<file path="src/rtl/sprite_page_dma_pkg.sv">
package sprite_page_dma_pkg;

    typedef enum logic [1:0] {
        SEL_POINTER = 2'd0,
        SEL_DATA    = 2'd1,
        SEL_START   = 2'd2,
        SEL_SPARE   = 2'd3
    } reg_sel_e;

    typedef enum logic [1:0] {
        PH_IDLE  = 2'd0,
        PH_FETCH = 2'd1,
        PH_STORE = 2'd2
    } phase_e;

endpackage

</file>
<file path="src/rtl/spd_sequencer.sv">
module spd_sequencer
    import sprite_page_dma_pkg::*;
#(
    parameter int PAGE_BYTES = 256
) (
    input  logic clk,
    input  logic rst_n,
    input  logic start,
    output logic busy,
    output logic fetch
);
    localparam int CNT_W = $clog2(PAGE_BYTES);

    typedef struct packed {
        phase_e           phase;
        logic [CNT_W-1:0] cnt;
    } seq_t;

    seq_t s_d, s_q;

    always_comb begin
        s_d = s_q;
        case (s_q.phase)
            PH_IDLE: begin
                if (start) begin
                    s_d.phase = PH_FETCH;
                    s_d.cnt   = '0;
                end
            end
            PH_FETCH: s_d.phase = PH_STORE;
            PH_STORE: begin
                if (s_q.cnt == CNT_W'(PAGE_BYTES - 1)) begin
                    s_d.phase = PH_IDLE;
                end else begin
                    s_d.phase = PH_FETCH;
                    s_d.cnt   = s_q.cnt + 1'b1;
                end
            end
            default: s_d.phase = PH_IDLE;
        endcase
    end

    always_ff @(posedge clk) begin
        if (!rst_n) begin
            s_q.phase <= PH_IDLE;
            s_q.cnt   <= '0;
        end else begin
            s_q <= s_d;
        end
    end

    assign busy  = (s_q.phase != PH_IDLE);
    assign fetch = (s_q.phase == PH_FETCH);

endmodule

</file>
<file path="src/rtl/spd_src_addr.sv">
module spd_src_addr #(
    parameter int DATA_W = 8,
    parameter int OFF_W  = 8
) (
    input  logic                    clk,
    input  logic                    rst_n,
    input  logic                    load,
    input  logic [DATA_W-1:0]       page_in,
    input  logic                    step,
    output logic [DATA_W+OFF_W-1:0] src_addr
);
    typedef struct packed {
        logic [DATA_W-1:0] page;
        logic [OFF_W-1:0]  off;
    } src_t;

    src_t a_d, a_q;

    always_comb begin
        a_d = a_q;
        if (load) begin
            a_d.page = page_in;
            a_d.off  = '0;
        end else if (step) begin
            a_d.off = a_q.off + 1'b1;
        end
    end

    always_ff @(posedge clk) begin
        if (!rst_n) begin
            a_q <= '0;
        end else begin
            a_q <= a_d;
        end
    end

    assign src_addr = {a_q.page, a_q.off};

endmodule

</file>
<file path="src/rtl/spd_spr_writer.sv">
module spd_spr_writer #(
    parameter int DATA_W = 8,
    parameter int PTR_W  = 8
) (
    input  logic              clk,
    input  logic              rst_n,
    input  logic              ptr_load,
    input  logic [PTR_W-1:0]  ptr_val,
    input  logic              wr_en,
    input  logic [DATA_W-1:0] wr_data,
    output logic              spr_we,
    output logic [PTR_W-1:0]  spr_addr,
    output logic [DATA_W-1:0] spr_wdata
);
    typedef struct packed {
        logic [PTR_W-1:0]  ptr;
        logic              we;
        logic [PTR_W-1:0]  addr;
        logic [DATA_W-1:0] data;
    } wr_t;

    wr_t w_d, w_q;

    always_comb begin
        w_d    = w_q;
        w_d.we = 1'b0;
        if (wr_en) begin
            w_d.we   = 1'b1;
            w_d.addr = w_q.ptr;
            w_d.data = wr_data;
            w_d.ptr  = w_q.ptr + 1'b1;
        end
        if (ptr_load) begin
            w_d.ptr = ptr_val;
        end
    end

    always_ff @(posedge clk) begin
        if (!rst_n) begin
            w_q <= '0;
        end else begin
            w_q <= w_d;
        end
    end

    assign spr_we    = w_q.we;
    assign spr_addr  = w_q.addr;
    assign spr_wdata = w_q.data;

endmodule

</file>
<file path="src/rtl/sprite_page_dma.sv">
module sprite_page_dma
    import sprite_page_dma_pkg::*;
#(
    parameter int DATA_W     = 8,
    parameter int PAGE_BYTES = 256
) (
    input  logic                                     clk,
    input  logic                                     rst_n,
    input  logic                                     reg_wr,
    input  logic [1:0]                               reg_sel,
    input  logic [DATA_W-1:0]                        reg_wdata,
    output logic                                     src_rd_en,
    output logic [DATA_W+$clog2(PAGE_BYTES)-1:0]     src_addr,
    input  logic [DATA_W-1:0]                        src_rdata,
    output logic                                     spr_we,
    output logic [$clog2(PAGE_BYTES)-1:0]            spr_addr,
    output logic [DATA_W-1:0]                        spr_wdata,
    output logic                                     cpu_stall,
    output logic                                     busy
);
    localparam int OFF_W  = $clog2(PAGE_BYTES);
    localparam int PTR_W  = OFF_W;
    localparam int ADDR_W = DATA_W + OFF_W;

    logic              run;
    logic              fetch;
    logic              wr_ok;
    logic              start;
    logic              ptr_load;
    logic              man_wr;
    logic              wr_en;
    logic [DATA_W-1:0] wr_data;

    assign wr_ok    = reg_wr && !run;
    assign start    = wr_ok && (reg_sel == SEL_START);
    assign ptr_load = wr_ok && (reg_sel == SEL_POINTER);
    assign man_wr   = wr_ok && (reg_sel == SEL_DATA);
    assign wr_en    = man_wr || fetch;
    assign wr_data  = fetch ? src_rdata : reg_wdata;

    spd_sequencer #(
        .PAGE_BYTES(PAGE_BYTES)
    ) u_seq (
        .clk   (clk),
        .rst_n (rst_n),
        .start (start),
        .busy  (run),
        .fetch (fetch)
    );

    spd_src_addr #(
        .DATA_W(DATA_W),
        .OFF_W (OFF_W)
    ) u_src (
        .clk      (clk),
        .rst_n    (rst_n),
        .load     (start),
        .page_in  (reg_wdata),
        .step     (fetch),
        .src_addr (src_addr)
    );

    spd_spr_writer #(
        .DATA_W(DATA_W),
        .PTR_W (PTR_W)
    ) u_wr (
        .clk       (clk),
        .rst_n     (rst_n),
        .ptr_load  (ptr_load),
        .ptr_val   (reg_wdata[PTR_W-1:0]),
        .wr_en     (wr_en),
        .wr_data   (wr_data),
        .spr_we    (spr_we),
        .spr_addr  (spr_addr),
        .spr_wdata (spr_wdata)
    );

    assign src_rd_en = fetch;
    assign cpu_stall = run;
    assign busy      = run;

endmodule

</file>
<file path="config.mk">
export PLATFORM = sky130hd
export DESIGN_NAME = sprite_page_dma
export DESIGN_NICKNAME = d
export VERILOG_FILES = /design/src/rtl/sprite_page_dma_pkg.sv /design/src/rtl/spd_sequencer.sv /design/src/rtl/spd_src_addr.sv /design/src/rtl/spd_spr_writer.sv /design/src/rtl/sprite_page_dma.sv
export SDC_FILE = /design/constraint.sdc
export NUM_CORES = 1
export LEC_CHECK = 0
export ABC_AREA = 1
export BUFFER_PORTS_ARGS = -buffer_cell sky130_fd_sc_hd__buf_4
export CORE_ASPECT_RATIO = 0.6
export CORE_UTILIZATION = 57
export DETAILED_ROUTE_END_ITERATION = 7
export PLACE_DENSITY = 0.94
export SKIP_CTS_REPAIR_TIMING = 1
export SYNTH_ARGS = -nofsm -noshare
export SYNTH_HDL_FRONTEND = slang
export SYNTH_SLANG_ARGS = --single-unit
</file>
<file path="constraint.sdc">
create_clock -name clk -period 2.1 [get_ports clk]
set_input_delay 0.105 -clock clk [delete_from_list [all_inputs] [get_ports clk]]
set_output_delay 0.105 -clock clk [all_outputs]
set_load 0.01 [all_outputs]
</file>
==> After elaboration in Yosys (flattened, before gate mapping) <==
Cells that the tools add are included.
Widths: inputs -> output; s select.
{ "totals": {"register_bits": 51, "input_bits": 21, "elab_cells": 40} }
{ "op_classes": {"n_addsub": 3, "n_eq_ne": 7, "mux": 8, "n_bitwise": 1, "reduce_logical": 13} }
{ "ops": {"columns": ["cell", "n"], "rows": [
  ["$mux 25", 1],
  ["$add 8x1->8 const B", 3],
  ["$mux 8", 3],
  ["$pmux 8 s2", 1],
  ["$mux 10", 1],
  ["$eq 8x8->1 const B", 1],
  ["$pmux 2 s3", 1],
  ["$reduce_bool 2->1", 3],
  ["$eq 2x1->1 const B", 2],
  ["$eq 2x2->1 const B", 2],
  ["$logic_and 1x1->1", 4],
  ["$logic_not 2->1", 2],
  ["$ne 2x2->1 const B", 2],
  ["$reduce_and 3->1", 1],
  ["$reduce_or 2->1", 1],
  ["$logic_not 1->1", 1],
  ["$logic_or 1x1->1", 1],
  ["$mux 1", 1],
  ["$not 1->1", 1]
]} }

==> Depth between registers and ports, before layout <==
Gate-level depths: netlist of run 1.
{ "logic_depth": {"ltp_word": 7, "depth_mapped": 9, "depth_no_buf": 9} }

==> By module <==
Synthesis of run 1 repeated with hierarchy kept, for this count alone.
{ "unflattened": {"cells_unflattened": 362, "hier_area_um2": 2572.5} }
{ "modules_own_cells": {"columns": ["module", "instances", "cells_per_inst", "area_per_inst_um2", "seq_area_each_um2"], "rows": [
  ["spd_spr_writer", 1, 159, 1186.1, 500.5],
  ["spd_src_addr", 1, 83, 635.6, 320.3],
  ["spd_sequencer", 1, 82, 594.3, 200.2],
  ["sprite_page_dma", 1, 38, 156.4, 0.0]
]} }

==> Worst setup path before layout of run 1 <==
Ideal clock, no wire load.
{ "synth_path": {"path_type": "register to register", "start": "reg u_seq.s_q[0] (netlist bit)", "end": "reg u_seq.s_q[3] (netlist bit)", "setup_time_ns": 0.115, "arrival_ns": 1.135, "path_slack_ns": 0.850, "stages_incl_launch_ff": 9, "n_path_buf": 0, "path_cell_list": "dfxtp_1 -> ha_1 -> nand2_1 -> nor2_1 -> nand3_1 -> nand2_1 -> nand2_2 -> a21oi_1 -> nor2_1"} }
{ "synth_between": {"elab_chain_len": 3} }
{ "synth_rtl": {"columns": ["item", "line", "text"], "rows": [
  ["from (decl)", "spd_sequencer.sv:19", "seq_t s_d, s_q;"],
  ["$add 8x1->8 / $eq 8x8->1 (equally long branches)", "spd_sequencer.sv:36, spd_sequencer.sv:32", null],
  ["$mux 8 / $ne 2x2->1 (equally long branches)", null, null],
  ["$pmux 8 s2 / $reduce_and 3->1 (equally long branches)", null, null]
]} }
Several ways; a longest one is shown, not always the timed one. The select of a mux whose other input is x is not followed.
A chain may end at the register's enable or synchronous reset.

==> Worst setup path in the final report of run 1 <==
{ "layout_path": {"start": "reg u_seq.s_q[8] (netlist bit)", "end": "reg u_wr.w_q, in the netlist u_wr.spr_wdata[3]"} }
{ "layout_between": {"elab_chain_len": 5} }
{ "layout_rtl": {"columns": ["item", "line", "text"], "rows": [
  ["$reduce_bool 2->1", "spd_sequencer.sv:52", "assign busy = (s_q.phase != PH_IDLE);"],
  ["$logic_not 1->1", "sprite_page_dma.sv:34", "assign wr_ok = reg_wr && !run;"],
  ["$logic_and 1x1->1", "sprite_page_dma.sv:34", null],
  ["$logic_and 1x1->1", "sprite_page_dma.sv:37", "assign man_wr = wr_ok && (reg_sel == SEL_DATA);"],
  ["$logic_or 1x1->1", "sprite_page_dma.sv:38", "assign wr_en = man_wr || fetch;"],
  ["to (signal assigned)", "spd_spr_writer.sv:42", "w_q <= w_d;"],
  ["to (decl)", "spd_spr_writer.sv:22", "wr_t w_d, w_q;"]
]} }
Several ways; a longest one is shown, not always the timed one.

==> results.cfg, run 1 <==
[outcome]
violations = DRC
status = finished, violations left

[clock_network]
path_clk_slew_ns = 0.10
clock_latency_ns = 0.31
h-tree-depth = 2
cts_buffer_depth = 2
numClockSinks = 51
cts_tree = built
numCtsBuffers = 5
cts_root_buf = clkbuf_8

[floorplan]
coreArea_um2 = 4140
initial_utilization_pct = 60.0
num_rows = 18
fp.dieH_um = 53.2
fp.dieArea_um2 = 4640
die_x_um = 87.3
ios = 57

[timing]
finalCriticalPeriod_ns = 1.80
finalSetupViolCount = 0
slew_headroom_pct = 68.1
hold_ws_ns = 0.0659
worst_slack_ns = 0.303
skew_ns = 0.00730
finalSetupTns_ns = 0
period_share_pct = 85.6
maxSlewViolCount = 0
rsz0062_at_grt = false
hold_viol = 0
tightest_slew_ns = 0.478
max_freq_mhz = 557

[placement]
place_ws_ns = 0.473
numPortBuffers = 56
hpwl_mm = 4.49
gp_congestion = 0.843
dpl_cell_area_um2 = 2800

[critical_path]
endpoint = u_wr.spr_wdata[3]$_SDFFE_PN0P_
worstSetupPathType = flip-flop to flip-flop
cp-start-kind = flip-flop
path_buf_inv = 1
arrival_ns = 2.01
crit_start = u_seq.s_q[8]$_SDFFE_PN0P_
rr_startpoint = u_seq.s_q[8]$_SDFFE_PN0P_
cp_slowest_stage_delay_ns = 0.50
cp.required_ns = 2.32
path_delay_family = simple AND/OR/NAND/NOR gates
cp-end-kind = flip-flop
regToRegSetupSlack_ns = 0.30
cp_max_fo = 21
ff2ff_path_depth = 5
cp.depth = 5
cpMaxStageDelayCell = dfxtp_1
r2r_end = u_wr.spr_wdata[3]$_SDFFE_PN0P_
crit_chain = nand2_4, nand2_2, buf_4, o21ai_0, a31oi_1

[drt]
remaining_drc_errors = 1
routed_wl_mm = 6.31
drtIter0Drc = 207
vias_per_cell = 5.40
wl_per_cell_um = 14.0
vias = 2435
dr.pass1.iters = 6
ant_nets = 0

[finish]
n_antenna_cell = 0
layout.nets = 414
layout-drive-gt1-share_pct = 19.4
area_growth_pct = 17.9
finalInstanceArea_um2 = 2930

[power]
power_density_nw_per_um2 = 766
leakagePower_nw = 1.34
ir_drop_v = 0.000555
power.total_mw = 2.25

[yosys]
synth_commonest_cells = nand2_1, nor2_1, dfxtp_1
synthCells = 353
synth-edff-count = 0
ys_warn_count = 0
synth-seq-area-share_pct = 41.1
synthFlopType = dfxtp_1
yosys.area.top_type = dfxtp_1
async_flop_share_pct = 0
syn_avg_cell_area_um2 = 7.04
ys_ff_latch = 51
synth_top_area_share_pct = 41.1
syn_area_um2 = 2490
synth_most_common_cell = nand2_1
synth_cell_types = 29
synth.area.top_cells = dfxtp_1, nand2_1, nor2_1, buf_4, o21ai_0
synth_fp_nets = 377

[grt]
antenna_found_initial = 0
track_usage_pct = 28.5
grt_pass1_vias = 2135
grt_max_degree = 30
grt_overflow = 0
grt_pass1_wl_mm = 9.85

[job]
maxCapViolations = 0

[worst_hold_path]
hold_path_class = primary input to flip-flop
-- stage by stage --
| stage | util [%] | instances |
|---|---|---|
| final | 70.7 | 451 |
| after global routing | 70.7 | 451 |
| after CTS | 70.7 | 451 |
| after detailed placement | 67.5 | 443 |
| after global placement | 67.5 | 443 |
| after floorplan | - | 353 |
-- worst reg2reg max path, stage by stage, from the launching register on --
cell and delay (ns):
dfxtp_1 0.50, nand2_4 0.20, nand2_2 0.31, buf_4 0.31, o21ai_0 0.16, a31oi_1 0.22
-- cells by family after synthesis --
logic type               Yosys count  share of synthesized area [%]
buffers and inverters             58                           12.5
flip-flops                        51                           41.1
AND/OR/NAND/NOR                  180                           31.9
AO/OA/AOI/OAI                     59                           12.4
XOR/XNOR                           2                          0.705
adder cells (fa/ha/maj)            3                           1.51
-- metal layers --
layer  up-vias  wire length, um  GRT usage, %
li1       1192                -             -
met1      1125             2860          38.3
met2       105             2770          45.1
met3        13              596          7.02
met4         0               75          9.56
met5         -                0             0
-- report_power, final --
part / switching [mW] / total, mW / internal [mW]
Clock: 0.330 / 0.807 / 0.476
Sequential: 0.0458 / 1.07 / 1.03
Combinational: 0.217 / 0.367 / 0.149
-- placed cells by master (no fill, tap or decap) --
cell type and count:
nand3_2 1, xnor2_1 1, ha_1 3, a21oi_1 19
xor2_1 1, inv_2 1, nor2_1 58, nand4_1 5
nand3b_1 3, nor3_2 1, nand3_1 22, nand2_1 78
o21ai_1 4, a31oi_1 8, inv_1 29, nor3_1 3
clkbuf_8 5, nor2_4 2, buf_4 58, dfxtp_1 51
bufinv_16 2, nand3_4 1, o21ai_0 27, a21o_1 1
and2_1 1, or2_2 2, clkbuf_1 1, nand2_2 2
nand2_4 1
-- worst min-delay path by stage --
stage	start	end	slack (ns)	depth (start not counted)
2_1_floorplan	reg_wdata[2]	u_src.src_addr[10]$_SDFFE_PN0P_	0.24	2
3_3_place_gp	reg_wdata[1]	u_src.src_addr[9]$_SDFFE_PN0P_	0.36	3
3_5_place_dp	reg_wdata[1]	u_src.src_addr[9]$_SDFFE_PN0P_	0.38	3
4_1_cts	reg_wdata[3]	u_src.src_addr[11]$_SDFFE_PN0P_	0.06	3
5_1_grt	reg_wdata[3]	u_src.src_addr[11]$_SDFFE_PN0P_	0.06	3
6_report	reg_wdata[1]	u_src.src_addr[9]$_SDFFE_PN0P_	0.07	3
-- flip-flops by register name, summed over array words and instances, names as in the netlist --
signal	count
u_src.src_addr	16
u_wr.spr_addr	8
u_wr.w_q	8
u_wr.spr_wdata	8
u_wr.spr_we	1
u_seq.s_q	10
-- cell type report --
cell class	instances	area, um^2
clock inverters	2	60.1
multi-input cells	244	1150
repair buffers	58	435
inverters	30	113
fillers	367	1210
flip-flops and latches	51	1020
clock buffers	6	72.6
well taps	60	75.1
(Power assumes the default switching activity.)
==> run 2: changes to the inputs <==
--- a/config.mk
+++ b/config.mk
@@ -8,9 +8,9 @@
 export ABC_AREA = 1
 export BUFFER_PORTS_ARGS = -buffer_cell sky130_fd_sc_hd__buf_4
 export CORE_ASPECT_RATIO = 0.6
-export CORE_UTILIZATION = 57
+export CORE_UTILIZATION = 48
 export DETAILED_ROUTE_END_ITERATION = 7
-export PLACE_DENSITY = 0.94
+export PLACE_DENSITY = 0.85
 export SKIP_CTS_REPAIR_TIMING = 1
 export SYNTH_ARGS = -nofsm -noshare
 export SYNTH_HDL_FRONTEND = slang
==> constraint.sdc (replaced) <==
create_clock -name clk -period 1.55 [get_ports clk]
set_input_delay 0.0775 -clock clk [delete_from_list [all_inputs] [get_ports clk]]
set_output_delay 0.0775 -clock clk [all_outputs]
set_load 0.01 [all_outputs]
==> run 2 against run 1 <==
  * The flow now finishes without violations
  * Cell count is 2.2% higher
  * Flip-flop and latch count unchanged
  * Count of clock-buffer cells in the layout fell by 1
  * Critical path depth is 3 higher
  * Die area rose by 18%
  * Global-route usage is 4.6 points lower
  * Sequential share of layout area down 0.60 points
  * Fmax is 29% higher
  * Routed wire length shrank 4.7%
  * Setup slack got worse by 0.15 ns
  * Critical endpoint is now u_seq.s_q[7]$_SDFFE_PN0P_
==> results.cfg, run 2 (same netlist as run 1, synthesis figures left out) <==
[outcome]
status = completed

[placement]
hpwl_mm = 4.32
dpl_cell_area_um2 = 2860
place_ws_ns = 0.0830
gp_congestion = 0.844
numPortBuffers = 56

[floorplan]
coreArea_um2 = 4780
ios = 57
initial_utilization_pct = 52.0
die_x_um = 94.9
fp.dieH_um = 57.7
fp.dieArea_um2 = 5480
num_rows = 19

[clock_network]
path_clk_slew_ns = 0.10
numClockSinks = 51
cts_tree = built
numCtsBuffers = 5
clock_latency_ns = 0.31
h-tree-depth = 2
cts_root_buf = clkbuf_8
cts_buffer_depth = 2

[power]
leakagePower_nw = 1.36
power_density_nw_per_um2 = 975
ir_drop_v = 0.000483

[critical_path]
regToRegSetupSlack_ns = 0.16
crit_path_frequent_cell = nor2_1
crit_chain = nor2_4, nand2_1, nor2_2, nor2_1, nand2_2, nor2_1, nor2_1, nor2_1
cpMaxStageDelayCell = dfxtp_1
path_buf_inv = 0
cp-start-kind = flip-flop
arrival_ns = 1.60
cp_max_fo = 7
cp.required_ns = 1.76
cp-end-kind = flip-flop
worstSetupPathType = flip-flop to flip-flop
path_delay_family = simple AND/OR/NAND/NOR gates
cp_slowest_stage_delay_ns = 0.40

[grt]
grt_pass1_vias = 2193
grt_overflow = 0
track_usage_pct = 23.9
grt_max_degree = 29
grt_pass1_wl_mm = 10.0
antenna_found_initial = 0

[timing]
finalSetupTns_ns = 0
hold_viol = 0
skew_ns = 0.00963
finalCriticalPeriod_ns = 1.39
maxSlewViolCount = 0
slew_headroom_pct = 76.1
tightest_slew_ns = 0.355
worst_slack_ns = 0.155
period_share_pct = 90.0
rsz0062_at_grt = false
finalSetupViolCount = 0
max_freq_mhz = 717

[finish]
multi_input_area_um2 = 1170
fillCellCount = 430
largest_reg_flops = 16
finalInstanceArea_um2 = 2990
regArea_um2 = 1020
mostFrequentLayoutCells = nand2_1, buf_4, nor2_1
area_growth_pct = 20.1
n_antenna_cell = 0
final_common_cell = nand2_1
layout-drive-gt1-share_pct = 23.1
layout.nets = 421

[worst_hold_path]
hold_path_class = primary input to flip-flop

[drt]
dr.pass1.iters = 5
routed_wl_mm = 6.01
wl_per_cell_um = 13.0
drtIter0Drc = 183
vias_per_cell = 5.24
vias = 2416
ant_nets = 0
remaining_drc_errors = 0

[job]
maxCapViolations = 0
run 2: cell types whose count changed in the layout (fill, tap and decap cells not counted), moves of 2 or more:
cell	delta
buf_4	+7
inv_1	-2
inv_2	+2
nor2_1	-3
nor2_2	+3
run 2: path summary, 6_finish.rpt:
path / start / end / cells after the start
worst max-delay path: u_seq.s_q[8]$_SDFFE_PN0P_ / u_seq.s_q[7]$_SDFFE_PN0P_ / 8
worst min-delay path: reg_wdata[7] / u_src.src_addr[15]$_SDFFE_PN0P_ / 3
worst max register to register: u_seq.s_q[8]$_SDFFE_PN0P_ / u_seq.s_q[7]$_SDFFE_PN0P_ / 8
worst min register to register: u_seq.s_q[0]$_SDFFE_PN0P_ / u_seq.s_q[0]$_SDFFE_PN0P_ / 2
run 2: metal layers:
layer,GRT usage (%),up-vias,wire (um)
li1,-,1207,-
met1,34.6,1078,2850
met3,5.51,9,581
met2,34.7,122,2490
met4,8.66,0,91
met5,0,-,0
run 2: layout make-up:
class	instances	share of cell area, %
multi-input combinational	244	39.2
sequential	51	34.2
timing repair buffer	65	16.3
tap	63	2.64
clock inverter	3	1.55
clock buffer	5	2.30
inverter	30	3.77
run 2: stage by stage:
stage,utilization (%),cells,power (mW),hold slack [ns]
final,62.5,461,2.91,0.0160
after global routing,62.5,461,3.06,0.00807
after CTS,62.2,461,2.92,0.0101
after detailed placement,59.8,453,1.98,0.335
after global placement,59.8,453,1.97,0.327
after floorplan,-,353,1.82,0.212
run 2: worst min-delay path, stage by stage:
cell    delay [ns]
buf_4         0.10
nor2_1        0.04
nor2_1        0.08
run 2: power by group:
| group | internal (mW) | total (mW) | switching [mW] | leakage, nW |
|---|---|---|---|---|
| Sequential | 1.39 | 1.45 | 0.0564 | 0.416 |
| Combinational | 0.219 | 0.512 | 0.293 | 0.891 |
| Clock | 0.487 | 0.951 | 0.464 | 0.0548 |
==> run 3: changes to the inputs <==
--- a/config.mk
+++ b/config.mk
@@ -7,8 +7,10 @@
 export LEC_CHECK = 0
 export ABC_AREA = 1
 export BUFFER_PORTS_ARGS = -buffer_cell sky130_fd_sc_hd__buf_4
+export CELL_PAD_IN_SITES_DETAIL_PLACEMENT = 1
+export CELL_PAD_IN_SITES_GLOBAL_PLACEMENT = 1
 export CORE_ASPECT_RATIO = 0.6
-export CORE_UTILIZATION = 48
+export CORE_UTILIZATION = 34
 export DETAILED_ROUTE_END_ITERATION = 7
 export PLACE_DENSITY = 0.85
 export SKIP_CTS_REPAIR_TIMING = 1
==> run 3 against run 2 <==
  * Cell count is 6.9% higher
  * Sequential share of layout area is 1.4 points lower
  * Total power is 7.0% higher
  * Flip-flop and latch count stayed put
  * Largest cell class unchanged
  * Highest routed layer unchanged
==> results.cfg, run 3 (same netlist as run 1, synthesis figures left out) <==
[grt]
grt_max_degree = 29
grt_pass1_wl_mm = 11.8
track_usage_pct = 20.6
grt_pass1_vias = 2398
grt_overflow = 0
antenna_found_initial = 0

[critical_path]
cp-end-kind = flip-flop
crit_path_frequent_cell = nor2_2
arrival_ns = 1.66
cp_max_fo = 8
cp-start-kind = flip-flop
regToRegSetupSlack_ns = 0.07
crit_chain = nor2_4, nand2_2, nor2_2, buf_6, clkinvlp_4, nor2_2, nor2_1
cp_slowest_stage_delay_ns = 0.38
cpMaxStageDelayCell = dfxtp_4
cp.required_ns = 1.74
path_buf_inv = 2
path_delay_family = simple AND/OR/NAND/NOR gates
worstSetupPathType = flip-flop to flip-flop

[clock_network]
numCtsBuffers = 5
clock_latency_ns = 0.29
cts_tree = built
h-tree-depth = 2
cts_buffer_depth = 2
numClockSinks = 51
path_clk_slew_ns = 0.07
cts_root_buf = clkbuf_16

[drt]
remaining_drc_errors = 0
wl_met2_mm = 3.21
vias = 2451
routed_wl_mm = 7.60
met3_length_um = 485
dr.pass1.iters = 4
ant_nets = 0
wl_per_cell_um = 15.4
wl_met1_mm = 3.82
routed.top_layer = met4
drtIter0Drc = 91
vias_per_cell = 4.97

[floorplan]
coreArea_um2 = 6880
fp.dieArea_um2 = 7670
ios = 57
fp.dieH_um = 68.2
initial_utilization_pct = 36.1
num_rows = 23
die_x_um = 112

[timing]
worst_slack_ns = 0.0701
maxSlewViolCount = 0
finalSetupTns_ns = 0
finalCriticalPeriod_ns = 1.48
finalSetupViolCount = 0
slew_headroom_pct = 79.3
max_freq_mhz = 676
period_share_pct = 95.5
hold_viol = 0
skew_ns = 0.00582
tightest_slew_ns = 0.310
hold_ws_ns = 0.0369

[finish]
finalInstanceArea_um2 = 3120
final_common_cell = nand2_1
mostFrequentLayoutCells = nand2_1, buf_4, nor2_1, dfxtp_1
layout.nets = 429
largest_reg_flops = 16
area_growth_pct = 25.7
n_antenna_cell = 0
fillCellCount = 869
layout-drive-gt1-share_pct = 25.6

[placement]
dpl_cell_area_um2 = 2900
numPortBuffers = 56
gp_congestion = 0.861
hpwl_mm = 5.78
place_ws_ns = 0.0545

[outcome]
status = completed

[power]
ir_drop_v = 0.000411
power_density_nw_per_um2 = 997
power.total_mw = 3.11
leakagePower_nw = 1.41

[job]
maxCapViolations = 0

[worst_hold_path]
hold_path_class = primary input to flip-flop
[run 3: area by class of cell]
type	count	area [um^2]	share of cell area, %
multi-input combinational	244	1180	37.8
clock buffer	6	129	4.12
timing repair buffer	73	552	17.7
sequential	51	1020	32.8
clock inverter	2	12.5	0.400
inverter	30	116	3.72
tap	87	109	3.48
[run 3: final timing paths]
path                                     endpoint                      start  depth (start not counted)
hold / removal    u_src.src_addr[11]$_SDFFE_PN0P_               reg_wdata[3]                          3
setup reg to reg  u_src.src_addr[13]$_SDFFE_PN0P_  u_seq.s_q[8]$_SDFFE_PN0P_                          7
hold reg to reg     u_wr.spr_addr[7]$_SDFFE_PN0P_  u_wr.w_q[24]$_SDFFE_PN0P_                          2
setup / recovery  u_src.src_addr[13]$_SDFFE_PN0P_  u_seq.s_q[8]$_SDFFE_PN0P_                          7
[run 3: power breakdown]
part | leakage, nW | switching (mW) | internal, mW
clock | 0.0669 | 0.504 | 0.598
combinational | 0.929 | 0.321 | 0.241
sequential | 0.416 | 0.0571 | 1.39
[run 3: worst register-to-register path, delay by kind of cell, from the launching register on]
family | cells | cell delay, ns
and+or+nand+nor | 5 | 0.66
buffers and inverters | 2 | 0.34
DFF | 1 | 0.38
[run 3: routing by layer]
| metal | up-vias | global-route usage [%] |
|---|---|---|
| met2 | 65 | 31.3 |
| met3 | 8 | 5.14 |
| li1 | 1228 | - |
| met5 | - | 0 |
| met4 | 0 | 7.00 |
| met1 | 1150 | 28.5 |
[run 3: per-stage QoR]
| stage | util, % | std cells |
|---|---|---|
| floorplan | - | 353 |
| global placement | 42.2 | 479 |
| global route | 45.4 | 493 |
| finish | 45.4 | 493 |
| CTS | 44.2 | 487 |
| detailed placement | 42.2 | 479 |
